--- src/rtl/wake_flag_pkg.sv ---
// Shared widths, status bit positions and write operation codes for the
// hold-mode wake-up flag controller.
package wake_flag_pkg;
    localparam int PC_W   = 4;            // port C pins
    localparam int PD_W   = 4;            // port D pins
    localparam int P1_W   = 2;            // port 1 wake pins (pins 2 and 3)
    localparam int EN_W   = PC_W + PD_W;  // port enable register width
    localparam int ST_W   = 8;            // status register width
    localparam int NIB_W  = ST_W / 2;     // read nibble width
    localparam int ST_PD  = PC_W;         // status bit for port D
    localparam int ST_P1  = PC_W + 1;     // first status bit for port 1
    localparam int P1_LSB = 2;            // wr_data bit of the first port 1 enable
    localparam int IN_W   = PC_W + PD_W + P1_W;

    typedef enum logic [1:0] {
        OP_PORT_EN = 2'd0,
        OP_P1_EN   = 2'd1,
        OP_CLR_ST  = 2'd2,
        OP_CLR_PD  = 2'd3
    } wr_op_e;
endpackage

--- src/rtl/wf_sync.sv ---
// Multi-stage synchronizer for asynchronous pins.
// Assumes STAGES >= 2; every stage resets to zero synchronously.
module wf_sync #(
    parameter int W      = 1,
    parameter int STAGES = 2
) (
    input  logic         clk,
    input  logic         rst_n,
    input  logic [W-1:0] d,
    output logic [W-1:0] q
);
    logic [W-1:0] stg [STAGES];

    // Shift the pin values through the synchronizer chain.
    always_ff @(posedge clk) begin
        if (!rst_n) begin
            for (int i = 0; i < STAGES; i++) stg[i] <= '0;
        end else begin
            stg[0] <= d;
            for (int i = 1; i < STAGES; i++) stg[i] <= stg[i-1];
        end
    end

    assign q = stg[STAGES-1];
endmodule

--- src/rtl/wf_change_det.sv ---
// Edge detector on synchronized signals. FALL_ONLY = 0 flags any change,
// FALL_ONLY = 1 flags only a 1-to-0 transition.
// Assumes cur is already synchronous to clk; the previous sample resets to 0.
module wf_change_det #(
    parameter int W         = 1,
    parameter bit FALL_ONLY = 1'b0
) (
    input  logic         clk,
    input  logic         rst_n,
    input  logic [W-1:0] cur,
    output logic [W-1:0] evt
);
    logic [W-1:0] prev;

    // Hold the previous synchronized sample.
    always_ff @(posedge clk) begin
        if (!rst_n) prev <= '0;
        else        prev <= cur;
    end

    generate
        if (FALL_ONLY) begin : g_fall
            assign evt = prev & ~cur;
        end else begin : g_any
            assign evt = prev ^ cur;
        end
    endgenerate
endmodule

--- src/rtl/wf_flag_bank.sv ---
// Bank of sticky flags: set by hardware and cleared by software.
// A set and a clear of the same bit in one cycle leave the bit set.
module wf_flag_bank #(
    parameter int W = 1
) (
    input  logic         clk,
    input  logic         rst_n,
    input  logic [W-1:0] set,
    input  logic [W-1:0] clr,
    output logic [W-1:0] q
);
    // Apply clears first, then sets, so that a set always wins.
    always_ff @(posedge clk) begin
        if (!rst_n) q <= '0;
        else        q <= (q & ~clr) | set;
    end
endmodule

--- src/rtl/wf_release_gen.sv ---
// Turns the wake level into a one-cycle release pulse, qualified by the
// hold indication. Assumes hold_active is synchronous to clk.
module wf_release_gen (
    input  logic clk,
    input  logic rst_n,
    input  logic hold_active,
    input  logic wake_lvl,
    output logic release_pulse
);
    logic armed;
    logic armed_q;

    assign armed = hold_active & wake_lvl;

    // Remember the qualified wake level of the previous cycle.
    always_ff @(posedge clk) begin
        if (!rst_n) armed_q <= 1'b0;
        else        armed_q <= armed;
    end

    assign release_pulse = armed & ~armed_q;
endmodule

--- src/rtl/wake_flag_ctrl.sv ---
// Hold-mode wake-up flag controller (top).
// Synchronizes port C, port D and port 1 pins, detects enabled changes,
// records causes in sticky status flags plus a hidden port D latch, and
// produces a hold-release pulse and a port C interrupt request.
// Assumes write and read controls are synchronous to clk.
module wake_flag_ctrl
    import wake_flag_pkg::*;
#(
    parameter int SYNC_STAGES = 2
) (
    input  logic             clk,
    input  logic             rst_n,
    input  logic             hold_active,
    input  logic [PC_W-1:0]  pc_in,
    input  logic [PD_W-1:0]  pd_in,
    input  logic [P1_W-1:0]  p1_in,
    input  logic             wr_en,
    input  logic [1:0]       wr_sel,
    input  logic [7:0]       wr_data,
    input  logic             rd_nibble_sel,
    output logic [NIB_W-1:0] rd_data,
    output logic             release_pulse,
    output logic             pc_irq
);
    wr_op_e           wr_op;
    logic [IN_W-1:0]  pins_sync;
    logic [EN_W-1:0]  chg_evt;
    logic [P1_W-1:0]  fall_evt;
    logic [EN_W-1:0]  pen_q;
    logic [P1_W-1:0]  p1en_q;
    logic [ST_W-1:0]  status_q;
    logic [ST_W-1:0]  st_set;
    logic [ST_W-1:0]  st_clr;
    logic             pd_flag;
    logic             pd_set;
    logic             pd_clr;
    logic             wake_lvl;

    assign wr_op = wr_op_e'(wr_sel);

    wf_sync #(.W(IN_W), .STAGES(SYNC_STAGES)) u_sync (
        .clk   (clk),
        .rst_n (rst_n),
        .d     ({p1_in, pd_in, pc_in}),
        .q     (pins_sync)
    );

    wf_change_det #(.W(EN_W), .FALL_ONLY(1'b0)) u_chg (
        .clk   (clk),
        .rst_n (rst_n),
        .cur   (pins_sync[EN_W-1:0]),
        .evt   (chg_evt)
    );

    wf_change_det #(.W(P1_W), .FALL_ONLY(1'b1)) u_fall (
        .clk   (clk),
        .rst_n (rst_n),
        .cur   (pins_sync[IN_W-1:EN_W]),
        .evt   (fall_evt)
    );

    // Load the two write-only enable registers.
    always_ff @(posedge clk) begin
        if (!rst_n) begin
            pen_q  <= '0;
            p1en_q <= '0;
        end else if (wr_en) begin
            if (wr_op == OP_PORT_EN) pen_q  <= wr_data[EN_W-1:0];
            if (wr_op == OP_P1_EN)   p1en_q <= wr_data[P1_LSB +: P1_W];
        end
    end

    // Map masked pin events onto status bit set requests.
    always_comb begin
        st_set                  = '0;
        st_set[PC_W-1:0]        = chg_evt[PC_W-1:0] & pen_q[PC_W-1:0];
        st_set[ST_PD]           = |(chg_evt[EN_W-1:PC_W] & pen_q[EN_W-1:PC_W]);
        st_set[ST_P1 +: P1_W]   = fall_evt & p1en_q;
    end

    // Build clear requests from the clear mask and from disabling writes.
    always_comb begin
        st_clr = '0;
        if (wr_en) begin
            case (wr_op)
                OP_CLR_ST:  st_clr = wr_data[ST_W-1:0];
                OP_PORT_EN: begin
                    st_clr[PC_W-1:0] = ~wr_data[PC_W-1:0];
                    st_clr[ST_PD]    = ~|wr_data[EN_W-1:PC_W];
                end
                OP_P1_EN:   st_clr[ST_P1 +: P1_W] = ~wr_data[P1_LSB +: P1_W];
                default:    st_clr = '0;
            endcase
        end
    end

    wf_flag_bank #(.W(ST_W)) u_status (
        .clk   (clk),
        .rst_n (rst_n),
        .set   (st_set),
        .clr   (st_clr),
        .q     (status_q)
    );

    assign pd_set = st_set[ST_PD];
    assign pd_clr = wr_en && (wr_op == OP_CLR_PD);

    wf_flag_bank #(.W(1)) u_pd_latch (
        .clk   (clk),
        .rst_n (rst_n),
        .set   (pd_set),
        .clr   (pd_clr),
        .q     (pd_flag)
    );

    assign wake_lvl = (|status_q) | pd_flag;

    wf_release_gen u_rel (
        .clk           (clk),
        .rst_n         (rst_n),
        .hold_active   (hold_active),
        .wake_lvl      (wake_lvl),
        .release_pulse (release_pulse)
    );

    assign pc_irq  = |status_q[PC_W-1:0];
    assign rd_data = rd_nibble_sel ? status_q[ST_W-1 -: NIB_W] : status_q[NIB_W-1:0];
endmodule

--- config.mk ---
export PLATFORM = sky130hd
export DESIGN_NAME = wake_flag_ctrl
export DESIGN_NICKNAME = d
export VERILOG_FILES = /design/src/rtl/wake_flag_pkg.sv /design/src/rtl/wf_sync.sv /design/src/rtl/wf_change_det.sv /design/src/rtl/wf_flag_bank.sv /design/src/rtl/wf_release_gen.sv /design/src/rtl/wake_flag_ctrl.sv
export SDC_FILE = /design/constraint.sdc
export NUM_CORES = 1
export LEC_CHECK = 0
export ABC_AREA = 1
export BUFFER_PORTS_ARGS = -buffer_cell sky130_fd_sc_hd__buf_2
export CORE_MARGIN = 2
export CORE_UTILIZATION = 50
export DETAILED_ROUTE_END_ITERATION = 7
export PLACE_DENSITY = 0.79
export SLEW_MARGIN = 20
export SYNTH_ARGS = -nofsm -noshare
export SYNTH_HDL_FRONTEND = slang
export SYNTH_HIERARCHICAL = 1
export SYNTH_SLANG_ARGS = --single-unit
--- constraint.sdc ---
create_clock -name clk -period 1 [get_ports clk]
set_clock_uncertainty 0.1 [all_clocks]
set_input_delay 0.1 -clock clk [delete_from_list [all_inputs] [get_ports clk]]
set_output_delay 0.1 -clock clk [all_outputs]
set_load 0.01 [all_outputs]
==> results of run 1 <==
flip-flops by register name, summed over array words and instances, names as in the netlist:
register	flops
pen_q	8
u_chg/prev	8
u_sync/stg	20
u_rel/armed_q	1
u_pd_latch/q	1
u_status/q	8
u_fall/prev	2
p1en_q	2
worst max-delay path: stages, from the launching register on:
cell,delay [ns]
dfxtp_2,0.34
or2_4,0.21
nor2_1,0.08
nand2_1,0.07
nand2_2,0.08
nor2_2,0.04
buf_2,0.13
Yosys cell counts:
library cell and number:
buf_2 1, nand2_1 92, inv_1 89, conb_1 1
or2_2 1, inv_6 1, nand2_4 1, nand2_2 2
inv_2 1, buf_4 10, clkbuf_2 1, nor3_1 1
nand3_1 2, ha_1 4, dfxtp_1 50, o21ai_0 17
nand4_1 1, nor2_1 29, a21oi_2 1, buf_6 3
a21oi_1 11
cell type report:
cell class	instances	area share (%)
repair buffers	64	17.2
well taps	50	2.27
inverters	91	12.6
clock inverters	1	1.09
multi-input cells	163	26.8
clock buffers	6	3.00
flip-flops and latches	50	37.1
per-layer routing:
metal / up-vias / part of all wire [%]
met3: 8 / 5.2
met1: 791 / 45
met2: 45 / 48
li1: 1002 / -
met4: 0 / 2.1
met5: - / 0
stage by stage:
step           util, %  area (um2)
6_report          67.4        2750
5_1_grt           67.4        2750
4_1_cts           66.4        2720
3_5_place_dp      58.7        2400
3_3_place_gp      58.7        2400
2_1_floorplan        -        2180
power by group through the flow:
stage / Combinational (mW) / Clock (mW) / Sequential [mW]
detailed placement: 0.366 / 0 / 2.16
global route: 0.504 / 1.53 / 2.12
finish: 0.444 / 1.41 / 2.11
floorplan: 0.251 / 0 / 2.14
global placement: 0.356 / 0 / 2.15
CTS: 0.427 / 1.46 / 2.11
final timing paths:
kind	start	end	slack (ns)	cells after the start
worst min-delay path	wr_data[5]	pen_q[5]	0.009	3
worst min register to register	u_sync/stg[0][6]	u_sync/stg[0][16]	0.30	2
worst max-delay path	u_status/q[6]	release_pulse	-0.44	6
worst max register to register	u_status/q[6]	u_rel/armed_q	-0.19	7
cells by family after synthesis:
| kind of cell | count (synthesis) |
|---|---|
| AO/OA/AOI/OAI | 29 |
| adder cells (fa/ha/maj) | 4 |
| buffers and inverters | 106 |
| flip-flops | 50 |
| other | 1 |
| AND/OR/NAND/NOR | 129 |
timing repair:
item,CTS,global route
hold endpoints to repair,15,0
endpoints found under the setup margin,9,11
pin swaps,6,8
gates resized for setup,17,19
setup buffers,3,2
hold buffers,15,0
==> impl_metrics.tcl, run 1 <==
set metrics [dict create \
    arrival_ns 1.24 \
    die_w_um 70.0 \
    gr-usage-met2_pct 33.0 \
    final_layout_size_suffix_gt1_share_pct 24.3 \
    drv_cap 0 \
    seqPwrFrac_pct 53.2 \
    worst_hold_slack_ns 0.00868 \
    yosysWarnings 6 \
    antenna_cells 0 \
    final_cells 425 \
    end_kind "primary output" \
    nFillCells 379 \
    syn_nets 348 \
    final_cell_mix "88 x nand2_1, 82 x inv_1, 36 x dfxtp_1" \
    hp-class "in -> reg" \
    hpwl_um 2870 \
    synthAdderAreaFrac_pct 2.30 \
    ys_types 21 \
    setup_viol 9 \
    power.leakage_nw 1.52 \
    regArea_um2 1020 \
    synth_compound_area_share_pct 6.85 \
    min_period_ns 1.44 \
    p_clk_share_pct 35.6 \
    cts_root_buffer "clkbuf_8" \
    p_switching_mw 0.879 \
    insertion_delay_ns 0.30 \
    vdd_drop_max_mv 1.20 \
    yosysSeqAreaShare_pct 46.0 \
    drt_iter0_markers 105 \
    cts_tree "done" \
    setup_slack_ns -0.444 \
    drc_errors 0 \
    vias 1846 \
    cp_max_fo 2 \
    syn_area_per_cell_um2 6.82 \
    grt_busiest_layer "met2" \
    fmax_mhz 693 \
    violations "setup timing" \
    dp_slack_ns -0.198 \
    nNetsFinal 404 \
    syn_inst 319 \
    tns_ns -2.14 \
    pwr-share-comb_pct 11.2 \
    required_ns 0.80 \
    grt-ovfl-total 0 \
    yosysTopAreaCell "dfxtp_1" \
    io_buffers 30 \
    grtUsageTotal_pct 18.5 \
    core_um2 4090 \
    mostFrequentLayoutCell "nand2_1" \
    ys_seq_elements 50 \
    dp_cells 399 \
    synthTopCellsByArea "dfxtp_1 46%, nand2_1 16%, inv_1 15%" \
    row_count 23 \
    synth_top_area_share_pct 46.0 \
    vias_per_cell 4.34 \
    grt_pass1_vias 1823 \
    synth_xor_area_share_pct 0 \
    cts_max_level 2 \
    synth-simple-area-share_pct 23.2 \
    p_per_area_nw_per_um2 1440 \
    met1_usage_pct 20.9 \
    hold_violations 0 \
    power.total_mw 3.97 \
    multi_input_area_um2 738 \
    path_class "reg -> out" \
    synthToLayoutAreaGrowth_pct 26.6 \
    avgRoutedWirePerCell_um 9.75 \
    detail-route-antenna-nets 0 \
    post-route-period-util_pct 144 \
    synthMuxAreaShare_pct 0 \
    swShare_pct 22.2 \
    initial_utilization_pct 53.2 \
    die_y_um 70.0 \
    antenna_found_initial 0 \
    rsz0062_at_grt "true" \
    gr-usage-met3_pct 5.19 \
    io_pins 31 \
    status "finished with violations" \
    synth_top_family_by_area "simple AND/OR/NAND/NOR gates" \
    dr.pass1.iters 4 \
    cts_buffer_depth 2 \
    dieArea_um2 4890 \
    clkTransAtPathRegs_ns 0.09 \
    drv_slew 0 \
    startpoint_type "register" \
    drt_wl_total_um 4140 \
    finalWeightedCongestion 0.826 \
    cts_buffers 5 \
    cts.sinks 50 \
    synth.cell_area_um2 2170 \
    grt_pass1_wl_um 7260 \
    grt_max_degree 27 \
    p_int_mw 3.09 \
]
Power figures use the tool's default switching activity.
==> run 2, diff against run 1 <==
--- a/config.mk
+++ b/config.mk
@@ -9,10 +9,11 @@
 export BUFFER_PORTS_ARGS = -buffer_cell sky130_fd_sc_hd__buf_2
 export CORE_MARGIN = 2
 export CORE_UTILIZATION = 50
+export CTS_BUF_LIST = sky130_fd_sc_hd__clkbuf_8
 export DETAILED_ROUTE_END_ITERATION = 7
-export PLACE_DENSITY = 0.79
+export PLACE_DENSITY = 0.8
+export SKIP_LAST_GASP = 1
 export SLEW_MARGIN = 20
 export SYNTH_ARGS = -nofsm -noshare
 export SYNTH_HDL_FRONTEND = slang
-export SYNTH_HIERARCHICAL = 1
 export SYNTH_SLANG_ARGS = --single-unit
==> run 2 against run 1 <==
Effect of this change:
- the run still ends with setup timing left
- combinational power shrank 11%
- die area decreased by 11%
- critical path depth is 1 lower
- hold slack worse by 0.0023 ns
- register-to-register slack improved by 0.12 ns
- routed wire length shrank 9.1%
- core utilization grew 4.6 points
==> impl_metrics.tcl, run 2 <==
set metrics [dict create \
    status "finished with violations" \
    violations "setup timing" \
    antenna_found_initial 0 \
    grt_pass1_wl_um 6440 \
    die_y_um 65.9 \
    antenna_cells 0 \
    die_w_um 65.9 \
    drt_iter0_markers 41 \
    grt_max_degree 17 \
    worst_slew_pin_slew_ns 0.195 \
    ys_types 20 \
    cts.sinks 50 \
    reg2reg_depth 5 \
    seqPwrFrac_pct 50.9 \
    required_ns 0.80 \
    hpwl_um 2460 \
    ff2ff_setup_slack_ns -0.07 \
    synth-async-reset-ratio_pct 0 \
    ys.flop_type "dfxtp_1" \
    syn_nets 283 \
    slowest_delay_ns 0.33 \
    grt_pass1_vias 1627 \
    relSlewSlack_pct 86.8 \
    grtUsageTotal_pct 19.8 \
    hp-class "in -> reg" \
    power.leakage_nw 1.44 \
    worstHoldStart "rst_n" \
    cts_root_buffer "clkbuf_8" \
    p_clk_share_pct 39.6 \
    cts_buffer_depth 2 \
    startpoint_type "register" \
    drv_slew 0 \
    grt-ovfl-total 0 \
    hold_violations 0 \
    initial_utilization_pct 52.3 \
    p_int_mw 3.27 \
    yosysTopAreaCell "dfxtp_1" \
    crit_slowest_cell "dfxtp_2" \
    vias 1665 \
    hold-path-cell-count 3 \
    clkTransAtPathRegs_ns 0.09 \
    drt_wl_total_um 3770 \
    syn_inst 254 \
    final_cell_mix "64 x nand2_1, 49 x inv_1, 37 x dfxtp_1" \
    vdd_drop_max_mv 0.944 \
    io_buffers 30 \
    r2r-end "u_rel.armed_q" \
    fmax_mhz 710 \
    min_period_ns 1.41 \
    finalWeightedCongestion 0.858 \
    place_area_um2 2200 \
    pwr-share-comb_pct 9.5 \
    p_switching_mw 0.872 \
    nFillCells 288 \
    dr.pass1.iters 4 \
    yosys-top-cells-count "69 x nand2_1, 55 x inv_1, 50 x dfxtp_1" \
    synth_top_area_share_pct 52.3 \
    nNetsFinal 351 \
    path_class "reg -> out" \
    rsz0062_at_grt "true" \
    whs_endpoint "u_status.q[7]" \
    yosysSeqAreaShare_pct 52.3 \
    p_per_area_nw_per_um2 1570 \
    post-route-period-util_pct 141 \
    cp_cell_sequence "nor3_2 -> nand2_1 -> o21ai_2 -> nor2_1 -> buf_2" \
    final_layout_size_suffix_gt1_share_pct 29.1 \
    core_um2 3660 \
    io_pins 31 \
    setup_viol 9 \
    largest_reg_flops 20 \
    setup_slack_ns -0.409 \
    synth.cell_area_um2 1910 \
    drv_cap 0 \
    detail-route-antenna-nets 0 \
    row_count 22 \
    insertion_delay_ns 0.30 \
    synthToLayoutAreaGrowth_pct 37.7 \
    cts_max_level 2 \
    end_kind "primary output" \
    dieArea_um2 4340 \
    worst_hold_slack_ns 0.00634 \
    avgRoutedWirePerCell_um 10.2 \
    synthTopCellsByArea "dfxtp_1 52%, nand2_1 14%, inv_1 11%" \
    final_area_um2 2640 \
    syn_area_per_cell_um2 7.53 \
    yosysWarnings 0 \
    ys_seq_elements 50 \
    synth.most_common_cell "nand2_1" \
    cp_max_fo 2 \
    cts_buffers 5 \
    swShare_pct 21.0 \
    arrival_ns 1.21 \
    top_register "u_sync.stg" \
    cts_tree "done" \
    vias_per_cell 4.49 \
    worstReg2RegStart "u_status.q[6]" \
    synth_edf_count 0 \
    mostFrequentLayoutCell "nand2_1" \
    drc_errors 0 \
]
## run 2: changes by cell type after synthesis, sizes merged, moves of 5 or more
cell and delta:
buf -9, nand2 -25, nand3b +5, nor2 -9
nand3 +6, inv -33
## run 2: metrics by stage
step / std cells / util [%] / power [mW] / setup TNS, ns / setup WS [ns]
final: 371 / 72.0 / 4.14 / -1.69 / -0.409
after global routing: 371 / 72.0 / 4.33 / -2.11 / -0.466
after CTS: 372 / 70.6 / 4.17 / -1.72 / -0.418
after detailed placement: 342 / 60.2 / 2.46 / -2.38 / -0.214
after global placement: 342 / 60.2 / 2.45 / -1.71 / -0.145
after floorplan: 254 / - / 2.32 / 0 / 0.00463
## run 2: worst max path at each step
| stage | startpoint | to | slack [ns] | depth (start not counted) |
|---|---|---|---|---|
| 3_5_place_dp | wr_sel[1] | u_status.q[4] | -0.21 | 10 |
| 6_report | u_status.q[6] | release_pulse | -0.41 | 5 |
| 3_3_place_gp | wr_sel[1] | u_status.q[4] | -0.14 | 10 |
| 4_1_cts | u_status.q[6] | release_pulse | -0.42 | 5 |
| 2_1_floorplan | u_status.q[0] | release_pulse | 0.005 | 4 |
| 5_1_grt | u_status.q[6] | release_pulse | -0.47 | 5 |
## run 2: per-layer routing
layer  vias up  GRT usage (%)  routed length, um
li1        890              -                  -
met1       724           21.2               1680
met2        44           35.9               1830
met3         7           5.45                184
met4         0           8.85                 73
met5         -              0                  0
## run 2: what timing repair did
item                                   CTS  global route
setup buffers                            5             4
pin swaps                                7             8
resized for setup                       22            24
endpoints found under the hold margin   16             0
hold buffers                            18             0
setup endpoints to repair                9            12
## run 2: layout make-up
| class | count | area (um2) | share of cell area (%) |
|---|---|---|---|
| timing repair buffer | 66 | 494 | 18.8 |
| tap | 48 | 60.1 | 2.28 |
| clock inverter | 3 | 68.8 | 2.61 |
| multi-input combinational | 141 | 706 | 26.8 |
| clock buffer | 5 | 68.8 | 2.61 |
| sequential | 50 | 1020 | 38.6 |
| inverter | 58 | 220 | 8.36 |
## run 2: critical path: cells and delay by family (launching register included)
| kind | cells | cell delay [ns] |
|---|---|---|
| simple gates | 3 | 0.31 |
| buf+inv | 1 | 0.13 |
| flops | 1 | 0.33 |
| compound gates | 1 | 0.13 |
## run 2: cells by family (layout without fill, tap and decap cells)
| logic type | Yosys count | after routing | synth area share [%] |
|---|---|---|---|
| DFF | 50 | 50 | 52.3 |
| adders and majority gates | 4 | 4 | 2.62 |
| and+or+nand+nor | 106 | 106 | 23.0 |
| buffers and inverters | 63 | 132 | 13.1 |
| AOI/OAI and AO/OA | 31 | 31 | 8.90 |
## run 2: power groups by stage
stage | combinational [mW] | clock (mW) | sequential, mW
4_1_cts | 0.382 | 1.68 | 2.11
3_5_place_dp | 0.306 | 0 | 2.15
6_report | 0.395 | 1.64 | 2.11
5_1_grt | 0.443 | 1.77 | 2.12
3_3_place_gp | 0.299 | 0 | 2.15
2_1_floorplan | 0.182 | 0 | 2.14
